[config.mk]
export PLATFORM = sky130hd
export DESIGN_NAME = gcp_cmd_if
export DESIGN_NICKNAME = d
export VERILOG_FILES = /design/src/rtl/gcp_pkg.sv /design/src/rtl/gcp_fifo.sv /design/src/rtl/gcp_tx.sv /design/src/rtl/gcp_cmd_if.sv
export SDC_FILE = /design/constraint.sdc
export NUM_CORES = 1
export LEC_CHECK = 0
export BUFFER_PORTS_ARGS = -buffer_cell sky130_fd_sc_hd__buf_2
export CAP_MARGIN = 20
export CORE_MARGIN = 3
export CORE_UTILIZATION = 55
export CTS_BUF_LIST = sky130_fd_sc_hd__clkbuf_4
export DETAILED_ROUTE_END_ITERATION = 6
export PLACE_DENSITY_LB_ADDON = 0.1
export SLEW_MARGIN = 20
export SYNTH_ARGS = -nofsm -noshare
export SYNTH_HDL_FRONTEND = slang
export SYNTH_SLANG_ARGS = --single-unit
[constraint.sdc]
create_clock -name clk -period 8.1 [get_ports clk]
set_input_delay 1.62 -clock clk [delete_from_list [all_inputs] [get_ports clk]]
set_output_delay 1.62 -clock clk [all_outputs]
set_load 0.005 [all_outputs]
[src/rtl/gcp_pkg.sv]
package gcp_pkg;
  typedef enum logic [2:0] {
    ST_IDLE,
    ST_DT,
    ST_LO,
    ST_HI,
    ST_PLD
  } seq_st_e;

  // long packets carry a byte count; identified by low nibble 9
  function automatic logic is_long_dt(input logic [7:0] dt);
    return dt[3:0] == 4'h9;
  endfunction

  // little-endian byte lane selection from a payload word
  function automatic logic [7:0] pick_byte(input logic [31:0] w, input logic [1:0] idx);
    return w[idx*8 +: 8];
  endfunction
endpackage

[src/rtl/gcp_fifo.sv]
module gcp_fifo #(
  parameter int W     = 32,
  parameter int DEPTH = 8
) (
  input  logic         clk,
  input  logic         rst_n,
  input  logic         push_i,
  input  logic [W-1:0] data_i,
  input  logic         pop_i,
  output logic [W-1:0] head_o,
  output logic         empty_o,
  output logic         full_o,
  output logic         drop_o
);
  localparam int AW = (DEPTH > 1) ? $clog2(DEPTH) : 1;
  localparam int CW = AW + 1;

  logic [W-1:0]  mem [DEPTH];
  logic [AW-1:0] wptr, rptr;
  logic [CW-1:0] cnt;
  logic          push_ok, pop_ok;

  assign empty_o = (cnt == '0);
  assign full_o  = (cnt == CW'(DEPTH));
  assign push_ok = push_i && !full_o;
  assign pop_ok  = pop_i && !empty_o;
  assign drop_o  = push_i && full_o;
  assign head_o  = mem[rptr];

  always_ff @(posedge clk) begin
    if (push_ok) mem[wptr] <= data_i;
  end

  always_ff @(posedge clk) begin
    if (!rst_n) begin
      wptr <= '0;
      rptr <= '0;
      cnt  <= '0;
    end else begin
      if (push_ok) wptr <= (wptr == AW'(DEPTH - 1)) ? '0 : wptr + 1'b1;
      if (pop_ok)  rptr <= (rptr == AW'(DEPTH - 1)) ? '0 : rptr + 1'b1;
      case ({push_ok, pop_ok})
        2'b10:   cnt <= cnt + 1'b1;
        2'b01:   cnt <= cnt - 1'b1;
        default: cnt <= cnt;
      endcase
    end
  end

  AST_FIFO_NO_UNDERFLOW: assert property (@(posedge clk) disable iff (!rst_n)
    pop_i |-> !empty_o);
  AST_FIFO_DROP_KEEPS_FULL: assert property (@(posedge clk) disable iff (!rst_n)
    (push_i && full_o && !pop_i) |=> full_o);
endmodule

[src/rtl/gcp_tx.sv]
module gcp_tx
  import gcp_pkg::*;
(
  input  logic        clk,
  input  logic        rst_n,
  input  logic [23:0] cmd_head,
  input  logic        cmd_empty,
  input  logic [31:0] pld_head,
  input  logic        pld_empty,
  output logic        cmd_pop,
  output logic        pld_pop,
  output logic        out_valid,
  input  logic        out_ready,
  output logic [7:0]  out_data,
  output logic        out_last
);
  seq_st_e     st;
  logic [23:0] hdr_q;
  logic [15:0] rem;
  logic [1:0]  bidx;
  logic        long_q, fire, hdr_end;

  assign long_q  = is_long_dt(hdr_q[7:0]);
  assign hdr_end = !long_q || (hdr_q[23:8] == 16'd0);
  assign fire    = out_valid && out_ready;
  assign cmd_pop = (st == ST_IDLE) && !cmd_empty;
  assign pld_pop = (st == ST_PLD) && fire && ((bidx == 2'd3) || (rem == 16'd1));

  always_comb begin
    out_valid = 1'b0;
    out_data  = 8'h00;
    out_last  = 1'b0;
    case (st)
      ST_DT:  begin out_valid = 1'b1; out_data = hdr_q[7:0]; end
      ST_LO:  begin out_valid = 1'b1; out_data = hdr_q[15:8]; end
      ST_HI:  begin out_valid = 1'b1; out_data = hdr_q[23:16]; out_last = hdr_end; end
      ST_PLD: begin
        out_valid = !pld_empty;
        out_data  = pick_byte(pld_head, bidx);
        out_last  = (rem == 16'd1);
      end
      default: ;
    endcase
  end

  always_ff @(posedge clk) begin
    if (!rst_n) begin
      st    <= ST_IDLE;
      hdr_q <= '0;
      rem   <= '0;
      bidx  <= '0;
    end else begin
      case (st)
        ST_IDLE: if (!cmd_empty) begin
          hdr_q <= cmd_head;
          st    <= ST_DT;
        end
        ST_DT: if (fire) st <= ST_LO;
        ST_LO: if (fire) st <= ST_HI;
        ST_HI: if (fire) begin
          rem  <= hdr_q[23:8];
          bidx <= 2'd0;
          st   <= hdr_end ? ST_IDLE : ST_PLD;
        end
        ST_PLD: if (fire) begin
          rem  <= rem - 1'b1;
          bidx <= bidx + 1'b1;
          if (rem == 16'd1) st <= ST_IDLE;
        end
        default: st <= ST_IDLE;
      endcase
    end
  end

  AST_HOLD_UNDER_STALL: assert property (@(posedge clk) disable iff (!rst_n)
    (out_valid && !out_ready) |=> (out_valid && $stable(out_data) && $stable(out_last)));
  AST_LAST_ENDS_PACKET: assert property (@(posedge clk) disable iff (!rst_n)
    (fire && out_last) |=> !out_valid);
  AST_PLD_POP_LONG_ONLY: assert property (@(posedge clk) disable iff (!rst_n)
    pld_pop |-> (long_q && !pld_empty));
endmodule

[src/rtl/gcp_cmd_if.sv]
module gcp_cmd_if #(
  parameter int CMD_DEPTH = 4,
  parameter int PLD_DEPTH = 8
) (
  input  logic        clk,
  input  logic        rst_n,
  input  logic        hdr_we,
  input  logic [23:0] hdr_wdata,
  input  logic        pld_we,
  input  logic [31:0] pld_wdata,
  output logic [6:0]  status,
  output logic        hdr_ovf,
  output logic        pld_ovf,
  output logic        tx_valid,
  input  logic        tx_ready,
  output logic [7:0]  tx_data,
  output logic        tx_last
);
  localparam int ST_CMD_EMPTY = 0;
  localparam int ST_CMD_FULL  = 1;
  localparam int ST_PLD_EMPTY = 2;
  localparam int ST_PLD_FULL  = 3;
  localparam int ST_RD_EMPTY  = 4;
  localparam int ST_RD_FULL   = 5;
  localparam int ST_RD_BUSY   = 6;

  logic [23:0] cmd_head;
  logic [31:0] pld_head;
  logic cmd_empty, cmd_full, cmd_drop, cmd_pop;
  logic pld_empty, pld_full, pld_drop, pld_pop;

  gcp_fifo #(.W(24), .DEPTH(CMD_DEPTH)) u_cmd_q (
    .clk(clk), .rst_n(rst_n), .push_i(hdr_we), .data_i(hdr_wdata), .pop_i(cmd_pop),
    .head_o(cmd_head), .empty_o(cmd_empty), .full_o(cmd_full), .drop_o(cmd_drop));

  gcp_fifo #(.W(32), .DEPTH(PLD_DEPTH)) u_pld_q (
    .clk(clk), .rst_n(rst_n), .push_i(pld_we), .data_i(pld_wdata), .pop_i(pld_pop),
    .head_o(pld_head), .empty_o(pld_empty), .full_o(pld_full), .drop_o(pld_drop));

  gcp_tx u_tx (
    .clk(clk), .rst_n(rst_n), .cmd_head(cmd_head), .cmd_empty(cmd_empty),
    .pld_head(pld_head), .pld_empty(pld_empty), .cmd_pop(cmd_pop), .pld_pop(pld_pop),
    .out_valid(tx_valid), .out_ready(tx_ready), .out_data(tx_data), .out_last(tx_last));

  always_comb begin
    status               = '0;
    status[ST_CMD_EMPTY] = cmd_empty;
    status[ST_CMD_FULL]  = cmd_full;
    status[ST_PLD_EMPTY] = pld_empty;
    status[ST_PLD_FULL]  = pld_full;
    status[ST_RD_EMPTY]  = 1'b1;
    status[ST_RD_FULL]   = 1'b0;
    status[ST_RD_BUSY]   = 1'b0;
  end

  always_ff @(posedge clk) begin
    if (!rst_n) begin
      hdr_ovf <= 1'b0;
      pld_ovf <= 1'b0;
    end else begin
      if (cmd_drop) hdr_ovf <= 1'b1;
      if (pld_drop) pld_ovf <= 1'b1;
    end
  end

  AST_HDR_OVF_STICKY: assert property (@(posedge clk) disable iff (!rst_n)
    hdr_ovf |=> hdr_ovf);
  AST_PLD_OVF_STICKY: assert property (@(posedge clk) disable iff (!rst_n)
    pld_ovf |=> pld_ovf);
  AST_HDR_DROP_FLAGGED: assert property (@(posedge clk) disable iff (!rst_n)
    (hdr_we && status[ST_CMD_FULL]) |=> hdr_ovf);
  AST_PLD_DROP_FLAGGED: assert property (@(posedge clk) disable iff (!rst_n)
    (pld_we && status[ST_PLD_FULL]) |=> pld_ovf);
  AST_CMD_FLAGS_EXCL: assert property (@(posedge clk) disable iff (!rst_n)
    !(status[ST_CMD_EMPTY] && status[ST_CMD_FULL]));
endmodule

==> results of run 1 <==
per-layer routing:
layer,vias up,track usage,wire length (um),share of wire
met5,-,0,21,0.00058
met4,4,0.0804,965,0.026
met3,70,0.0590,3270,0.090
met2,428,0.317,15900,0.44
met1,4806,0.336,16200,0.45
li1,4496,-,-,-
stage by stage:
stage,cells,power (W)
3_5_place_dp,1484,0.00324
4_1_cts,1672,0.00500
2_1_floorplan,1063,0.00303
6_report,1675,0.00493
5_1_grt,1675,0.00520
3_3_place_gp,1484,0.00323
sequential cells by signal (all words and copies together) (netlist names), 3 cells and up, named ones only:
register,cells
u_cmd_q.cnt,3
u_cmd_q.mem,96
u_pld_q.cnt,4
u_pld_q.mem,256
u_pld_q.rptr,3
u_pld_q.wptr,3
u_tx.hdr_q,24
u_tx.rem,16
u_tx.st,3
cell families after synthesis:
logic type / Yosys count / synth area share
muxes: 151 / 0.132
and+or+nand+nor: 222 / 0.0620
AOI/OAI and AO/OA: 160 / 0.0619
other: 2 / 0.000445
adders and majority gates: 17 / 0.0130
xor gates and xnor gates: 8 / 0.00415
buffers and inverters: 83 / 0.0208
DFF: 419 / 0.706
power by group through the flow:
stage / Combinational, W / Clock [W] / Sequential [W]
2_1_floorplan: 0.000460 / 0 / 0.00257
4_1_cts: 0.000596 / 0.00180 / 0.00260
5_1_grt: 0.000663 / 0.00192 / 0.00262
6_report: 0.000592 / 0.00174 / 0.00260
3_3_place_gp: 0.000586 / 0 / 0.00264
3_5_place_dp: 0.000594 / 0 / 0.00265
how the worst max path moves through the flow:
stage,start,endpoint
final,flop,tx_data[3]
after detailed placement,flop,tx_data[7]
after CTS,flop,tx_data[7]
after floorplan,pld_we,u_pld_q.mem[0][0]
after global placement,flop,tx_data[7]
after global routing,flop,tx_data[4]
cell type report:
class,count,share of cell area
diodes,2,0.000263
well taps,390,0.0256
clock inverters,27,0.00716
flip-flops and latches,419,0.625
clock buffers,161,0.0634
inverters,16,0.00315
repair buffers,99,0.0301
multi-input cells,561,0.245
critical path: stages (launching register included):
cell       delay [ps]
dfxtp_4           620
buf_16            310
buf_4             490
mux4_2            300
mux2i_1            70
a221oi_1          320
o2bb2ai_1         230
buf_2             180
layout by cell type, fill, tap and decap left out, types with 6 or more instances in the layout:
cell,synthesis,layout
nor2_1,36,33
mux4_2,56,56
o211ai_1,6,6
a22oi_1,32,32
nor4_1,9,8
mux2_2,11,11
a221oi_1,9,9
clkinv_1,2,21
mux2i_1,84,84
edfxtp_1,352,352
buf_4,7,22
ha_1,16,16
inv_1,14,14
a21oi_1,61,61
clkbuf_4,0,161
nand2_1,106,106
xor2_1,6,6
dfxtp_1,67,64
nor3_1,14,10
nand3_1,10,10
buf_2,10,76
nand4_1,8,8
o21ai_0,18,18
o2bb2ai_1,8,8
==> qor.csv, run 1 <==
stage,metric,value,unit
place,IO Port Bufs,76,
finish,synth-to-layout area growth,12.9,%
clocking,Clock Tree Buf Depth,3,
power,leakage,6.37,nW
finish,Finished Cell Area,0.0191,mm2
logic_synthesis,Post-Synthesis Cell Area,0.0169,mm2
floorplanning,row count,63,
detailed_routing,drt total wl,36400,um
detailed_routing,initial DRC count,871,
power,P_sw,0.00128,W
clocking,clock buffer count from CTS,106,
power,pwr/cell area,259,mW/mm2
clocking,clk_lat worst skew,740,ps
finish,Final #Nets,1281,
floorplanning,die height,181,um
logic_synthesis,Mapped Cells,1062,
clocking,CTS Hold Buffers Added,0,
sta,max-slew violation count,0,
grt,grt total ovfl,0,
logic_synthesis,Yosys top cell by area,edfxtp_1,
power,peak supply drop,128,uV
sta,fin crit share,0.615,
clocking,CTS tree,yes,
status,outcome,"complete, no violations",
min_path,WHS Path Cells,2,
clocking,post_cts resized,0,
sta,Tmin final,4980,ps
grt,pin count of the biggest net entering global routing,70,
grt,antenna violations before repair,4,
min_path,HP Start,u_tx.hdr_q[5],
critical_path,CP startpoint kind,flop,
sta,Final Hold Viols,0,
clocking,CTS Root Cell,clkbuf_4,
power,clock share of power,0.353,
detailed_routing,1st-pass router iterations,5,
clocking,Clock Sinks,419,
detailed_routing,post-route ant nets,0,
grt,GRT Total Usage,0.223,
logic_synthesis,share of the synthesized area in the top cell type,0.626,
finish,Multi-input gate area,0.00467,mm2
place,dpl ws,3680,ps
power,Sequential Power Share,0.527,
critical_path,worst-path maximum fanout,45,
grt,vias in the first global route,9685,
sta,setup ws final,3120,ps
detailed_routing,via-per-instance ratio,5.85,
place,Area after DPL,0.0177,mm2
critical_path,worst endpoint data arrival time,3360,ps
detailed_routing,DR vias,9804,
critical_path,reg-to-reg endpoint,u_pld_q.cnt[2],
power,Int Pwr,0.00366,W
sta,Hold WS,459,ps
floorplanning,Initial Utilization,0.563,
floorplanning,# IOs,80,
sta,RSZ-0062 raised after global routing,false,
critical_path,WS Path Type,reg2out,
logic_synthesis,top-count cell post-synth,edfxtp_1,
sta,Setup TNS,0,ps
critical_path,critical path capture point type,primary output,
clocking,clk slew on worst S/H paths,70,ps
run,max cap viols,0,
grt,global-route wire length before repair,56300,um
finish,layout cells sized above 1,0.275,
sta,Worst slew margin,0.383,
finish,Final Util,0.636,
place,RD Place Congestion,0.808,
sta,Finish-stage setup viols,0,
finish,register area,0.0119,mm2
place,DPL Wire Length,21200,um
logic_synthesis,"top cells by area, synth","edfxtp_1 (63%), dfxtp_1 (7.9%), mux4_2 (7.5%)",
logic_synthesis,most instantiated cells after synthesis,"edfxtp_1 (352), nand2_1 (106), mux2i_1 (84), dfxtp_1 (67), a21oi_1 (61)",
critical_path,reg2reg path depth,12,
logic_synthesis,"Distinct cells, synth",62,
power,switching share of power,0.259,
min_path,worst hold path class,reg2reg,
clocking,post-CTS setup buffer count,0,
logic_synthesis,Post-synth EDFFs,352,
power,combinational power share,0.120,
floorplanning,die width,181,um
sta,Final Skew,43.6,ps
logic_synthesis,#FFs+latches synth,419,
logic_synthesis,sequential share of the synthesized area,0.706,
logic_synthesis,predominant post-synthesis flop cell,edfxtp_1,
detailed_routing,DRC,0,
detailed_routing,Avg WL per Cell,21.7,um
logic_synthesis,Syn Area/Cell,15.9,um2
floorplanning,core area,0.0300,mm2
clocking,CTS H-tree depth,3,
floorplanning,die area,0.0328,mm2
critical_path,FF-to-FF Start,u_tx.st[2],
logic_synthesis,"Async S/R FF share, synth",0,
min_path,hold endpoint,u_tx.hdr_q[5],
critical_path,Crit path required time,6480,ps
sta,fmax,201,MHz
critical_path,Reg2Reg Setup Slack,4690,ps
finish,FILL cells,2261,
sta,worst-margin pin slew,926,ps
logic_synthesis,synth warn,0,
No activity file was read; power rests on OpenSTA's default activity.
==> inputs of run 2 (changes only) <==
- clock period: 8.1 -> 4.2 ns (I/O delays scaled with it)
==> qor.csv, run 2 (synthesis results as in run 1) <==
stage,metric,value,unit,change
status,outcome,"complete, no violations",,
finish,Top reg by flops,u_pld_q.mem,,
sta,Finish-stage setup viols,0,,unchanged
sta,Setup TNS,0,ps,unchanged
sta,max-slew violation count,0,,unchanged
detailed_routing,metal2 WL,16300,um,+2.1%
detailed_routing,DR vias,9761,,-0.44%
sta,Final Skew,28.9,ps,-14.6 ps
detailed_routing,1st-pass router iterations,5,,unchanged
critical_path,reg2reg path depth,11,,-1
clocking,CTS H-tree depth,3,,unchanged
floorplanning,die width,181,um,unchanged
finish,FILL cells,2233,,-1.2%
clocking,clk slew on worst S/H paths,70,ps,about the same
floorplanning,# IOs,80,,unchanged
clocking,CTS tree,yes,,
detailed_routing,Avg WL per Cell,21.7,um,-0.26%
clocking,CTS Root Cell,clkbuf_4,,
finish,"most common cell after layout, fill and taps aside",edfxtp_1,,
place,DPL Wire Length,22500,um,+6.0%
finish,top flop regs,"u_pld_q.mem: 256 flops, u_cmd_q.mem: 96 flops, u_tx.hdr_q: 24 flops",,
finish,Final #Nets,1290,,+0.70%
sta,fin crit share,0.914,,
critical_path,Crit path required time,3360,ps,-3120 ps
detailed_routing,via-per-instance ratio,5.84,,-0.26%
detailed_routing,drt total wl,36300,um,-0.44%
critical_path,worst-path maximum fanout,14,,-69%
grt,antenna violations before repair,5,,+1
detailed_routing,Post-Route M1 WL,16800,um,+3.7%
grt,vias in the first global route,9660,,-0.26%
finish,max reg flops,256,,unchanged
min_path,WHS Path Cells,1,,-1
critical_path,WS Path Type,reg2out,,
clocking,post-CTS setup buffer count,0,,unchanged
finish,Final Util,0.636,,about the same
clocking,clk_lat worst skew,740,ps,about the same
detailed_routing,initial DRC count,767,,-12%
finish,most frequent cells in the layout,"edfxtp_1 (352), clkbuf_4 (144), nand2_1 (106), mux2i_1 (84), buf_2 (76)",,
min_path,worst hold path class,in2reg,,
sta,Final Hold Viols,0,,unchanged
floorplanning,core area,0.0300,mm2,unchanged
detailed_routing,uppermost layer routed,met5,,
sta,fmax,261,MHz,
grt,pin count of the biggest net entering global routing,37,,-47%
clocking,post_cts resized,0,,unchanged
floorplanning,Initial Utilization,0.563,,unchanged
detailed_routing,post-route ant nets,0,,unchanged
detailed_routing,met3 WL,2390,um,-27%
power,leakage,6.36,nW,about the same
power,pwr/cell area,490,mW/mm2,+89%
sta,worst-margin pin slew,1010,ps,+81.8 ps
finish,layout cells sized above 1,0.274,,-0.00149
floorplanning,die area,0.0328,mm2,unchanged
clocking,Clock Tree Buf Depth,3,,unchanged
finish,Multi-input gate area,0.00468,mm2,+0.19%
clocking,clock buffer count from CTS,102,,-3.8%
power,peak supply drop,269,uV,+110%
detailed_routing,DRC,0,,unchanged
critical_path,worst endpoint data arrival time,3000,ps,-360 ps
sta,Worst slew margin,0.328,,-0.0554
clocking,Clock Sinks,419,,unchanged
critical_path,critical path capture point type,primary output,,
run,max cap viols,0,,unchanged
grt,GRT Total Usage,0.220,,-0.00305
floorplanning,row count,63,,unchanged
finish,register area,0.0119,mm2,unchanged
grt,grt total ovfl,0,,unchanged
place,RD Place Congestion,0.837,,+3.6%
critical_path,CP startpoint kind,flop,,
sta,Tmin final,3840,ps,
floorplanning,die height,181,um,unchanged
clocking,CTS Hold Buffers Added,0,,unchanged
sta,RSZ-0062 raised after global routing,false,,
grt,global-route wire length before repair,55500,um,-1.4%
place,IO Port Bufs,76,,unchanged
finish,synth-to-layout area growth,12.9,%,about the same
run 2: power breakdown:
group          switching [W]  internal, W
registers           0.000270      0.00477
logic               0.000631     0.000490
clock network        0.00154      0.00164
run 2: worst paths after layout:
kind / from / slack [ps] / end
worst max-delay path: flop / 360 / tx_data[0]
worst min-delay path: hdr_wdata[23] / 310 / u_cmd_q.mem[1][23]
worst max register to register: u_tx.st[2] / 1060 / u_pld_q.cnt[2]
worst min register to register: pld_ovf / 470 / pld_ovf
run 2: area by class of cell:
class	instances	area share
Sequential cell	419	0.625
Antenna cell	3	0.000394
Multi-Input combinational cell	561	0.246
Inverter	16	0.00315
Tap cell	390	0.0256
Clock inverter	27	0.00827
Timing Repair Buffer	112	0.0348
Clock buffer	144	0.0567
run 2: metal layers:
layer / global-route usage / vias to the layer above
li1: - / 4488
met3: 0.0584 / 70
met5: 0 / -
met2: 0.316 / 322
met1: 0.332 / 4875
met4: 0.0695 / 6
run 2: metrics by stage:
stage	std cells	setup WS (ps)	hold slack [ps]	power (W)	instance area [um2]
after floorplan	1063	354	434	0.00584	16900
after global placement	1498	1100	443	0.00623	17800
after detailed placement	1498	1060	458	0.00625	17800
after CTS	1669	262	221	0.00945	19000
after global routing	1671	112	223	0.00984	19100
final	1672	363	310	0.00934	19100
run 2: critical path: stages (launching register included):
cell       delay, ps
dfxtp_2          540
buf_4            360
nor2_1           230
buf_4            240
a22oi_1          160
nand2_1          110
a221oi_1         270
o2bb2ai_1        190
buf_2            160
